## src/rtl/rob_retire_ctrl.sv

```systemverilog
module rob_retire_ctrl #(
  parameter int SEQ_W = 16,
  parameter int PC_W  = 32,
  parameter int CMT_W = 4,
  parameter int SQ_W  = 2,
  parameter int AL_W  = 2,
  parameter int RD_N  = 2,
  parameter int DEPTH = 16,
  localparam int CNT_W = $clog2(DEPTH + 1),
  localparam int SQ_CW = $clog2(SQ_W + 1)
) (
  input  logic                    clk,
  input  logic                    rst,
  input  logic [CMT_W-1:0]        hd_valid,
  input  logic [CMT_W-1:0]        hd_done,
  input  logic [CMT_W-1:0]        hd_nspec,
  input  logic [CMT_W*SEQ_W-1:0]  hd_seq,
  input  logic [AL_W-1:0]         al_valid,
  input  logic [AL_W*SEQ_W-1:0]   al_seq,
  input  logic [RD_N-1:0]         rd_valid,
  input  logic [RD_N*SEQ_W-1:0]   rd_seq,
  input  logic [RD_N*PC_W-1:0]    rd_pc,
  input  logic [RD_N-1:0]         rd_misp,
  input  logic [SQ_CW-1:0]        drain_cnt,
  input  logic                    drain_done,
  output logic [CMT_W-1:0]        ret_mask,
  output logic                    ns_go,
  output logic [SEQ_W-1:0]        ns_seq,
  output logic                    sq_go,
  output logic [SEQ_W-1:0]        sq_seq,
  output logic [PC_W-1:0]         sq_pc,
  output logic                    sq_misp,
  output logic                    drain_req,
  output logic [1:0]              state,
  output logic [CNT_W-1:0]        free_cnt,
  output logic                    free_upd
);
  localparam logic [1:0] ST_IDLE = 2'd0, ST_RUN = 2'd1, ST_SQ = 2'd2;

  logic [1:0]       st_q;
  logic [SEQ_W-1:0] yng_q;
  logic [CNT_W-1:0] occ_q;
  logic             nsd_v_q;
  logic [SEQ_W-1:0] nsd_seq_q;

  wire squashing = (st_q == ST_SQ);

  // oldest redirect pick
  logic             pk_v;
  logic [SEQ_W-1:0] pk_seq;
  logic [PC_W-1:0]  pk_pc;
  logic             pk_misp;
  always_comb begin
    pk_v = 1'b0; pk_seq = '0; pk_pc = '0; pk_misp = 1'b0;
    for (int i = 0; i < RD_N; i++) begin
      if (rd_valid[i] && (!pk_v || rd_seq[i*SEQ_W +: SEQ_W] < pk_seq)) begin
        pk_v    = 1'b1;
        pk_seq  = rd_seq[i*SEQ_W +: SEQ_W];
        pk_pc   = rd_pc[i*PC_W +: PC_W];
        pk_misp = rd_misp[i];
      end
    end
  end
  wire accept = pk_v && (pk_seq < yng_q);
  wire quiet  = !squashing && !accept;

  // in-order retire run from the head
  logic [CMT_W-1:0] ret_c;
  logic [CNT_W-1:0] ret_n;
  always_comb begin
    logic run;
    run = quiet;
    ret_c = '0; ret_n = '0;
    for (int i = 0; i < CMT_W; i++) begin
      run = run && hd_valid[i] && hd_done[i];
      ret_c[i] = run;
      if (run) ret_n = ret_n + 1'b1;
    end
  end

  // allocation count and youngest lane
  logic [CNT_W-1:0] al_n;
  logic [SEQ_W-1:0] al_last;
  always_comb begin
    al_n = '0; al_last = yng_q;
    for (int i = 0; i < AL_W; i++) begin
      if (al_valid[i]) begin
        al_n    = al_n + 1'b1;
        al_last = al_seq[i*SEQ_W +: SEQ_W];
      end
    end
  end
  wire [CNT_W-1:0] al_take = quiet ? al_n : '0;
  wire [CNT_W-1:0] dr_take = squashing ? CNT_W'(drain_cnt) : '0;
  wire [CNT_W-1:0] occ_d   = occ_q + al_take - ret_n - dr_take;

  wire ns_fire = quiet && hd_valid[0] && hd_nspec[0] && !hd_done[0] &&
                 !(nsd_v_q && nsd_seq_q == hd_seq[SEQ_W-1:0]);

  logic [1:0] st_d;
  always_comb begin
    if (accept)                         st_d = ST_SQ;
    else if (squashing && !drain_done)  st_d = ST_SQ;
    else                                st_d = (occ_d == '0) ? ST_IDLE : ST_RUN;
  end

  always_ff @(posedge clk) begin
    if (rst) begin
      st_q      <= ST_IDLE;
      yng_q     <= '0;
      occ_q     <= '0;
      nsd_v_q   <= 1'b0;
      nsd_seq_q <= '0;
      ret_mask  <= '0;
      ns_go     <= 1'b0;
      ns_seq    <= '0;
      sq_go     <= 1'b0;
      sq_seq    <= '0;
      sq_pc     <= '0;
      sq_misp   <= 1'b0;
      free_upd  <= 1'b0;
    end else begin
      st_q     <= st_d;
      occ_q    <= occ_d;
      ret_mask <= ret_c;
      ns_go    <= ns_fire;
      sq_go    <= accept;
      free_upd <= (al_take != '0) || (ret_n != '0) || (dr_take != '0);
      if (accept)                 yng_q <= pk_seq;
      else if (quiet && al_n != 0) yng_q <= al_last;
      if (ns_fire) begin
        nsd_v_q   <= 1'b1;
        nsd_seq_q <= hd_seq[SEQ_W-1:0];
        ns_seq    <= hd_seq[SEQ_W-1:0];
      end else if (ret_n != '0) begin
        nsd_v_q <= 1'b0;
      end
      if (accept) begin
        sq_seq  <= pk_seq;
        sq_pc   <= pk_pc;
        sq_misp <= pk_misp;
      end
    end
  end

  assign drain_req = squashing;
  assign state     = st_q;
  assign free_cnt  = CNT_W'(DEPTH) - occ_q;
endmodule


```

## config.mk

```make
export PLATFORM = sky130hd
export DESIGN_NAME = rob_retire_ctrl
export DESIGN_NICKNAME = d
export VERILOG_FILES = /design/src/rtl/rob_retire_ctrl.sv
export SDC_FILE = /design/constraint.sdc
export NUM_CORES = 1
export LEC_CHECK = 0
export BUFFER_PORTS_ARGS = -buffer_cell sky130_fd_sc_hd__clkbuf_2
export CORE_MARGIN = 4
export CORE_UTILIZATION = 50
export DETAILED_ROUTE_END_ITERATION = 6
export PLACE_DENSITY = 0.87
export SLEW_MARGIN = 25
export SYNTH_ARGS = -nofsm -noshare
export SYNTH_HDL_FRONTEND = slang
export SYNTH_SLANG_ARGS = --single-unit
```

## constraint.sdc

```tcl
create_clock -name clk -period 16.1 [get_ports clk]
set_clock_uncertainty 0.15 [all_clocks]
set_input_delay 3.22 -clock clk [delete_from_list [all_inputs] [get_ports clk]]
set_output_delay 3.22 -clock clk [all_outputs]
set_load 0.02 [all_outputs]
```

Word level (Yosys, flattened, before mapping) --
Index checks and enable logic that the tools add are counted.
Word-level totals: flip-flop bits (word level) 96, bits in latches 0, memory bits (writable) 0, ROM bits 0, input port bits 215, memories kept 0
Operators by class: add/sub/neg operators 8, multiply operators 0, div/mod/pow operators 0, order comparisons 2, equality and inequality tests 2, shift operators 0, mux-type cells 25, bitwise logic cells 0, reductions and logical operators 36
Operators by type and width (number):
- 16-bit 2-to-1 mux | 6
- 32-bit 2-to-1 mux | 2
- 16-bit less-than comparator | 2
- 5-bit 2-to-1 mux | 5
- 5-bit by 1-bit adder with 5-bit output (second input constant) | 4
- 5-bit nonzero test | 4
- 1-bit logical AND | 17
- 16-bit == test | 1
- 1-bit 2-to-1 mux | 9
- 1-bit zero test | 6
- 2-bit 2-to-1 mux | 3
- 5-bit adder | 1
- 5-bit zero test | 1
- 5-bit by 2-bit subtractor with 5-bit output | 1
- 5-bit subtractor | 1
- 5-bit subtractor (first input constant) | 1
- 2-bit nonzero test | 2
- 1-bit logical OR | 3
- 3-bit nonzero test | 1
- 3-bit OR reduction | 1
- 2-bit == test (second input constant) | 1
- 2-bit AND reduction | 1

Depth between registers and ports, before layout --
Gate-level depths: netlist of the first run.
word-level depth 24, gate-level depth with buffers 38

Worst setup path before layout of the first run --
OpenSTA, ideal clock, no wires.
path kind input -> register, start point in rd_valid[0], end point reg st_q[0], in the netlist state[0], library setup time 0.115 ns, arrival time 10.166 ns, required time 15.835 ns, setup slack 5.669 ns, cell stages on the path 36, path buffers 5, cell sequence buf_2 clkbuf_1 nand2_1 ha_1 nand4_1 o2111ai_1 or3_1 o22ai_4 clkbuf_1 nand2_1 o21ai_0 ha_1 a21o_1 a21o_1 a21oi_1 nor3_1 nor4_2 and2_1 buf_2 nor2_2 inv_1 ha_1 clkbuf_1 xnor2_1 ha_1 o21ai_0 o21ai_0 ha_1 fa_1 inv_1 fa_1 a21o_1 a21oi_1 xnor2_1 nor2_1 o21a_1
Between the ends: cells in the longest elaborated chain, start to end 22, elaborated cells between the ends (all ways) 34, classes of those cells add/sub (6); order compare (2); mux (10); reduce/logical (16)
RTL lines:
- start: declaration | RTL line 20 | input logic [RD_N-1:0] rd_valid,
- 16-bit 2-to-1 mux or 1-bit 2-to-1 mux (tied branches) | RTL line 56 | if (rd_valid[i] && (!pk_v || rd_seq[i*SEQ_W +: SEQ_W] < pk_seq)) begin
- 16-bit less-than comparator or 1-bit zero test (tied branches) | RTL line 56
- 1-bit logical OR | RTL line 56
- 1-bit logical AND | RTL line 56
- 16-bit 2-to-1 mux * | RTL line 56
- named net pk_seq[5] | RTL line 50 | logic [SEQ_W-1:0] pk_seq;
- 16-bit less-than comparator * | RTL line 64 | wire accept = pk_v && (pk_seq < yng_q);
- 1-bit logical AND * | RTL line 64
- (+4 left out)
- named net ret_c[0] | RTL line 68 | logic [CMT_W-1:0] ret_c;
- (+3 left out)
- 5-bit by 1-bit adder with 5-bit output or 1-bit logical AND (tied branches) | RTL line 77, 75
- 5-bit 2-to-1 mux or 1-bit logical AND (tied branches) | RTL line 77, 75
- 5-bit by 1-bit adder with 5-bit output or 1-bit logical AND (tied branches) | RTL line 77, 75
- 5-bit 2-to-1 mux * | RTL line 77 | if (run) ret_n = ret_n + 1'b1;
- 5-bit subtractor * | RTL line 95 | wire [CNT_W-1:0] occ_d = occ_q + al_take - ret_n - dr_take;
- 5-bit by 2-bit subtractor with 5-bit output * | RTL line 95
- 5-bit zero test * | RTL line 104 | else st_d = (occ_d == '0) ? ST_IDLE : ST_RUN;
- 1-bit 2-to-1 mux * | RTL line 104
- end signal: assignment | RTL line 123 | st_q <= st_d;
- end: declaration | RTL line 40 | logic [1:0] st_q;
Mark *: on every way through the listed nets, which the timed path passes. The rest lies on a longest branch. A chain may end at the register's enable or synchronous reset.

Worst setup path in the final report of the first run --
Same ends and word-level chain as after synthesis.

==> results_dict.tcl, run 1 <==
set metrics [dict create \
    cts_made_buffers 9 \
    die_x_um 115 \
    drt_pre_antenna_iters 4 \
    grt_pass1_wl_mm 24.6 \
    yosysSeqAreaShare 0.337 \
    max_freq_mhz 89.4 \
    first_iter_violations 293 \
    drv_cap 0 \
    post_cts_buffers 0 \
    layoutNonFillerInstCount 1087 \
    cts_tree "yes" \
    finalSetupTns_ns 0 \
    htreeDepth 3 \
    dp_slack_ns 4.15 \
    syn_nets 996 \
    wire_per_inst_um 14.2 \
    cts_hold_buffers 0 \
    die_h_um 115 \
    drt-vias-per-instance 5.31 \
    grt_pass1_vias 5450 \
    nNetsFinal 1207 \
    initial_core_util 0.519 \
    synth-edff-count 0 \
    layout_commonest_cell "clkbuf_2" \
    antenna_found_initial 0 \
    relSlewSlack 0.354 \
    wirelength_mm 15.5 \
    cts.sinks 96 \
    hpwlAfterDp_mm 11.9 \
    hold_viol_final 0 \
    cts-root-buf "clkbuf_16" \
    drive_gt1_frac 0.286 \
    diodes 0 \
    drtAntennaViolNets 0 \
    p_sw_uw 375 \
    intPower_uw 587 \
    gr-total-overflow 0 \
    worst_pin_slew_ns 0.969 \
    ys_ff_latch 96 \
    seq_power_share 0.331 \
    p_leak_uw 0.00345 \
    insertion_delay_ns 0.33 \
    avgSynthCellArea_um2 7.79 \
    worstSetupPathType "in -> reg" \
    n_fill_cell 924 \
    io_buffers 243 \
    cts-resized-gates 0 \
    hold_ws_ns 0.302 \
    reg2reg_depth 24 \
    switching_share 0.390 \
    whs_path_depth 2 \
    io_pins 295 \
    dp.cells 1070 \
    fin_ws_ns 4.91 \
    cts_max_path_buffers 2 \
    finalSetupViolations 0 \
    max_stage_delay_ns 0.68 \
    fp.coreArea_um2 11000 \
    worstPathRequired_ns 16.18 \
    syn_area_um2 5700 \
    utilization 0.661 \
    end_kind "register" \
    row_count 38 \
    synth_async_sr_flop_share 0 \
    post-route-period-util 0.695 \
    place_congestion 0.885 \
    clock_power_share 0.232 \
    die-area_um2 13200 \
    powerDensity_nw_per_um2 132 \
    clkTransAtPathRegs_ns 0.06 \
    min_path_type "reg -> reg" \
    cp-start-kind "primary input" \
    rsz0062_at_grt "no" \
    status "finished, final reports clean" \
    drv_slew 0 \
    num_vias 5773 \
    final_cell_mix "242 x clkbuf_2, 122 x nand2_1, 102 x nor2_1" \
    cp_max_fo 96 \
    dominantRegCellSynth "dfxtp_1" \
    area_delta_synth_final_pct 27.4 \
    grt_use_total 0.227 \
    drc_errors 0 \
    grt_max_degree 97 \
    worst-endpoint-arrival_ns 11.27 \
    critPathSlowestCell "buf_4" \
    crit_top_cell "ha_1" \
    ir_drop_uv 106 \
    combPwrFrac 0.437 \
    syn-instance-count 732 \
    ys_warn_count 0 \
    synth_cell_types 50 \
    finalCriticalPeriod_ns 11.19 \
]
[cell usage after synthesis, drive strengths merged (5+ instances only)]
| master | count | area, µm² |
|---|---|---|
| buf | 14 | 85.1 |
| nand2 | 122 | 458 |
| o21a | 5 | 37.5 |
| xor2 | 5 | 43.8 |
| nor3 | 8 | 40.0 |
| o211ai | 17 | 128 |
| o21ai | 23 | 115 |
| inv | 33 | 124 |
| a21oi | 76 | 380 |
| a21o | 5 | 37.5 |
| nor4 | 5 | 37.5 |
| nor2 | 104 | 393 |
| dfxtp | 96 | 1920 |
| xnor2 | 22 | 193 |
| mux2i | 32 | 320 |
| ha | 45 | 563 |
| clkbuf | 34 | 128 |
| nand4 | 9 | 56.3 |
| a211oi | 35 | 275 |
| nand3 | 8 | 40.0 |
[stage by stage]
step                      power [µW]  area (µm²)
after global routing            1030        7260
after detailed placement         741        6910
after CTS                        967        7220
after floorplan                  625        5700
after global placement           729        6910
final                            962        7260
[final cells by class]
cell class	count	area, µm²	share of cell area
Multi-Input combinational cell	554	3450	0.475
Sequential cell	96	1920	0.265
Timing Repair Buffer	248	1280	0.176
Clock buffer	10	229	0.0315
Tap cell	140	175	0.0241
Inverter	34	128	0.0176
Clock inverter	5	81.3	0.0112
[logic make-up after synthesis]
kind of cell	after synthesis	synth area share
xor gates and xnor gates	27	0.0415
other	1	0.000658
buffers and inverters	82	0.0597
AOI/OAI and AO/OA	173	0.193
DFF	96	0.337
muxes	32	0.0562
and+or+nand+nor	272	0.199
adders and majority gates	49	0.113
[power by group through the flow]
| stage | Clock [µW] | Combinational, µW | Sequential [µW] |
|---|---|---|---|
| after floorplan | 0 | 262 | 363 |
| after global placement | 0 | 408 | 321 |
| after detailed placement | 0 | 418 | 323 |
| after CTS | 228 | 421 | 319 |
| after global routing | 236 | 471 | 325 |
| final | 223 | 420 | 319 |
[critical path, delay by kind of cell]
family / cells / cell delay, ns
XOR/XNOR: 2 / 0.31
adder cells (fa/ha/maj): 7 / 2.73
AND/OR/NAND/NOR: 8 / 1.60
AO/OA/AOI/OAI: 11 / 2.14
buffers and inverters: 4 / 1.24
[path summary, 6_finish.rpt]
path	startpoint	endpoint	slack, ns
worst min register to register	sq_seq[2]	sq_seq[2]	0.30
worst min-delay path	sq_seq[2]	sq_seq[2]	0.30
worst max register to register	yng_q[5]	state[0]	10.31
worst max-delay path	rd_valid[0]	state[0]	4.91
[sequential cells by signal, summed over array words and instances, names as in the netlist]
register,count
sq_go,1
sq_pc,32
yng_q,16
ns_go,1
free_upd,1
nsd_v_q,1
state,2
sq_misp,1
ret_mask,4
sq_seq,16
occ_q,5
nsd_seq_q,16
[layer usage]
layer,global-route usage,share of wire,routed length [µm]
met1,0.281,0.42,6470
met2,0.390,0.48,7370
met3,0.0600,0.086,1330
met4,0.0681,0.020,309
met5,0,0,0
No activity file was read; power rests on OpenSTA's default activity.
==> inputs of run 2 (changes only) <==
--- a/config.mk
+++ b/config.mk
@@ -5,11 +5,12 @@
 export SDC_FILE = /design/constraint.sdc
 export NUM_CORES = 1
 export LEC_CHECK = 0
+export ABC_AREA = 1
 export BUFFER_PORTS_ARGS = -buffer_cell sky130_fd_sc_hd__clkbuf_2
 export CORE_MARGIN = 4
-export CORE_UTILIZATION = 50
+export CORE_UTILIZATION = 46
 export DETAILED_ROUTE_END_ITERATION = 6
-export PLACE_DENSITY = 0.87
+export PLACE_DENSITY = 0.81
 export SLEW_MARGIN = 25
 export SYNTH_ARGS = -nofsm -noshare
 export SYNTH_HDL_FRONTEND = slang
==> constraint.sdc (replaced) <==
create_clock -name clk -period 10.8 [get_ports clk]
set_clock_uncertainty 0.15 [all_clocks]
set_input_delay 2.16 -clock clk [delete_from_list [all_inputs] [get_ports clk]]
set_output_delay 2.16 -clock clk [all_outputs]
set_load 0.02 [all_outputs]
==> run 2 against run 1 <==
  * Core utilization fell by 6.2 points
  * Sequential power rose by 43%
  * Global-route usage fell by 0.16 points
==> results_dict.tcl, run 2 <==
set metrics [dict create \
    layout_commonest_cell "clkbuf_2" \
    ys_ff_latch 96 \
    wirelength_mm 16.3 \
    dominantRegCellSynth "dfxtp_1" \
    io_pins 295 \
    post-synth-top-count-cell "nand2_1" \
    insertion_delay_ns 0.33 \
    die_x_um 119 \
    largest_reg_flops 32 \
    synth-edff-count 0 \
    htreeDepth 3 \
    cts_max_path_buffers 2 \
    yosysTopAreaCell "dfxtp_1" \
    dp_slack_ns 1.22 \
    cts_hold_buffers 0 \
    yosys.area_share.adder 0.113 \
    max_freq_mhz 107 \
    cp-start-kind "primary input" \
    synth_cell_types 41 \
    worstPathRequired_ns 10.85 \
    die_h_um 119 \
    drtAntennaViolNets 0 \
    row_count 40 \
    synth_top_family_by_area "simple AND/OR/NAND/NOR gates" \
    drv_slew 0 \
    rsz0062_at_grt "no" \
    ir_drop_uv 73.5 \
    drv_cap 0 \
    ys_warn_count 0 \
    cts-resized-gates 0 \
    grt_use_total 0.226 \
    yosysSeqAreaShare 0.339 \
    regToRegSetupSlack_ns 5.54 \
    critPathSlowestCell "nand2_4" \
    whs_path_depth 2 \
    first_iter_violations 365 \
    grt_max_degree 98 \
    cts-root-buf "clkbuf_16" \
    yosys-top-cells-count "174 x nand2_1, 96 x dfxtp_1, 96 x o21ai_0" \
    worst-endpoint-arrival_ns 9.37 \
    hpwlAfterDp_mm 12.5 \
    synth_top_area_share 0.339 \
    utilization 0.599 \
    wire_per_inst_um 13.8 \
    grt_pass1_wl_mm 26.3 \
    initial_core_util 0.471 \
    status "finished, final reports clean" \
    syn_nets 1065 \
    nNetsFinal 1274 \
    cts.sinks 96 \
    syn_area_um2 5680 \
    num_vias 5960 \
    finalSetupTns_ns 0 \
    io_buffers 243 \
    n_fill_cell 1190 \
    reg2reg_depth 27 \
    worstSetupPathType "in -> reg" \
    min_path_type "reg -> reg" \
    synth_async_sr_flop_share 0 \
    drc_errors 0 \
    drive_gt1_frac 0.284 \
    fp.coreArea_um2 12100 \
    max_stage_delay_ns 0.64 \
    cts_made_buffers 9 \
    grt_pass1_vias 5562 \
    hold_viol_final 0 \
    final_cell_mix "243 x clkbuf_2, 174 x nand2_1, 96 x dfxtp_1" \
    p_leak_uw 0.00358 \
    worst_pin_slew_ns 0.953 \
    synth_xor_area_frac 0.0231 \
    max_flop_register "sq_pc" \
    place_congestion 0.852 \
    post-route-period-util 0.863 \
    synth-compound-area-share 0.202 \
    relSlewSlack 0.364 \
    yosys.area_share.simple 0.239 \
    powerDensity_nw_per_um2 180 \
    gr-total-overflow 0 \
    die-area_um2 14200 \
    area_delta_synth_final_pct 27.3 \
    clkTransAtPathRegs_ns 0.07 \
    avgSynthCellArea_um2 7.09 \
    end_kind "register" \
    synthMuxAreaShare 0 \
    cts_tree "yes" \
    hold_ws_ns 0.314 \
    finalCriticalPeriod_ns 9.32 \
    post_cts_buffers 0 \
    finalSetupViolations 0 \
    yosys-top-cells-area "dfxtp_1 34%, nand2_1 12%, ha_1 9.9%, o21ai_0 8.5%, a21oi_1 5.5%" \
    fin_ws_ns 1.48 \
    drt-vias-per-instance 5.03 \
    cp_max_fo 97 \
    crit_top_cell "nand2_1" \
    drt_pre_antenna_iters 5 \
    syn-instance-count 801 \
    antenna_found_initial 0 \
]
[run 2: cell types whose count changed after synthesis, sizes merged, moves of 5 or more]
cell | before | now
o21ai | 23 | 102
nor2 | 104 | 45
nand2 | 122 | 178
nand3 | 8 | 54
inv | 33 | 74
a211oi | 35 | 3
mux2i | 32 | 0
a31oi | 2 | 17
or2 | 1 | 16
xnor2 | 22 | 7
a21oi | 76 | 62
buf | 14 | 7
clkbuf | 34 | 41
a21o | 5 | 0
[run 2: per-layer routing]
layer | wire length (µm) | GRT usage | up-vias | share of wire
met2 | 7810 | 0.387 | 204 | 0.48
met5 | 0 | 0 | - | 0
met4 | 200 | 0.0644 | 0 | 0.012
li1 | - | - | 3091 | -
met1 | 6930 | 0.276 | 2652 | 0.43
met3 | 1340 | 0.0627 | 13 | 0.082
[run 2: layout make-up]
class,count,area [µm²],area share
multi-input combinational,582,3300,0.457
sequential,96,1920,0.266
timing repair buffer,246,1240,0.171
inverter,75,283,0.0391
clock buffer,12,236,0.0327
tap,168,210,0.0291
clock inverter,4,31.3,0.00433
antenna,1,2.50,0.000346
[run 2: logic make-up (layout without fill, tap and decap cells)]
logic type,count (synthesis),after routing
compound gates,209,209
xor+xnor,15,15
fa+ha+maj,49,49
buf+inv,123,337
flops,96,96
other cells,1,2
simple gates,308,308
[run 2: path summary, 6_finish.rpt]
check / startpoint / end
min: sq_seq[6] / sq_seq[6]
max: rd_valid[0] / state[0]
min reg2reg: sq_seq[6] / sq_seq[6]
max reg2reg: yng_q[11] / state[0]
[run 2: worst max-delay path: cells and delay by family]
kind / cells / cell delay, ns
buffers and inverters: 4 / 0.78
AND/OR/NAND/NOR: 18 / 2.25
adder cells (fa/ha/maj): 7 / 2.69
AO/OA/AOI/OAI: 7 / 1.33
XOR/XNOR: 1 / 0.13
[run 2: through the flow]
| stage | area (µm²) | power (µW) | cells |
|---|---|---|---|
| finish | 7220 | 1300 | 1184 |
| global route | 7220 | 1410 | 1183 |
| CTS | 7210 | 1310 | 1183 |
| detailed placement | 6950 | 1020 | 1167 |
| global placement | 6930 | 1000 | 1167 |
| floorplan | 5680 | 850 | 801 |
[run 2: power breakdown]
part | total (µW) | leakage [µW] | internal, µW | switching (µW)
logic | 550 | 0.00268 | 201 | 348
clock network | 293 | 0.000119 | 157 | 136
registers | 456 | 0.000788 | 421 | 35.2
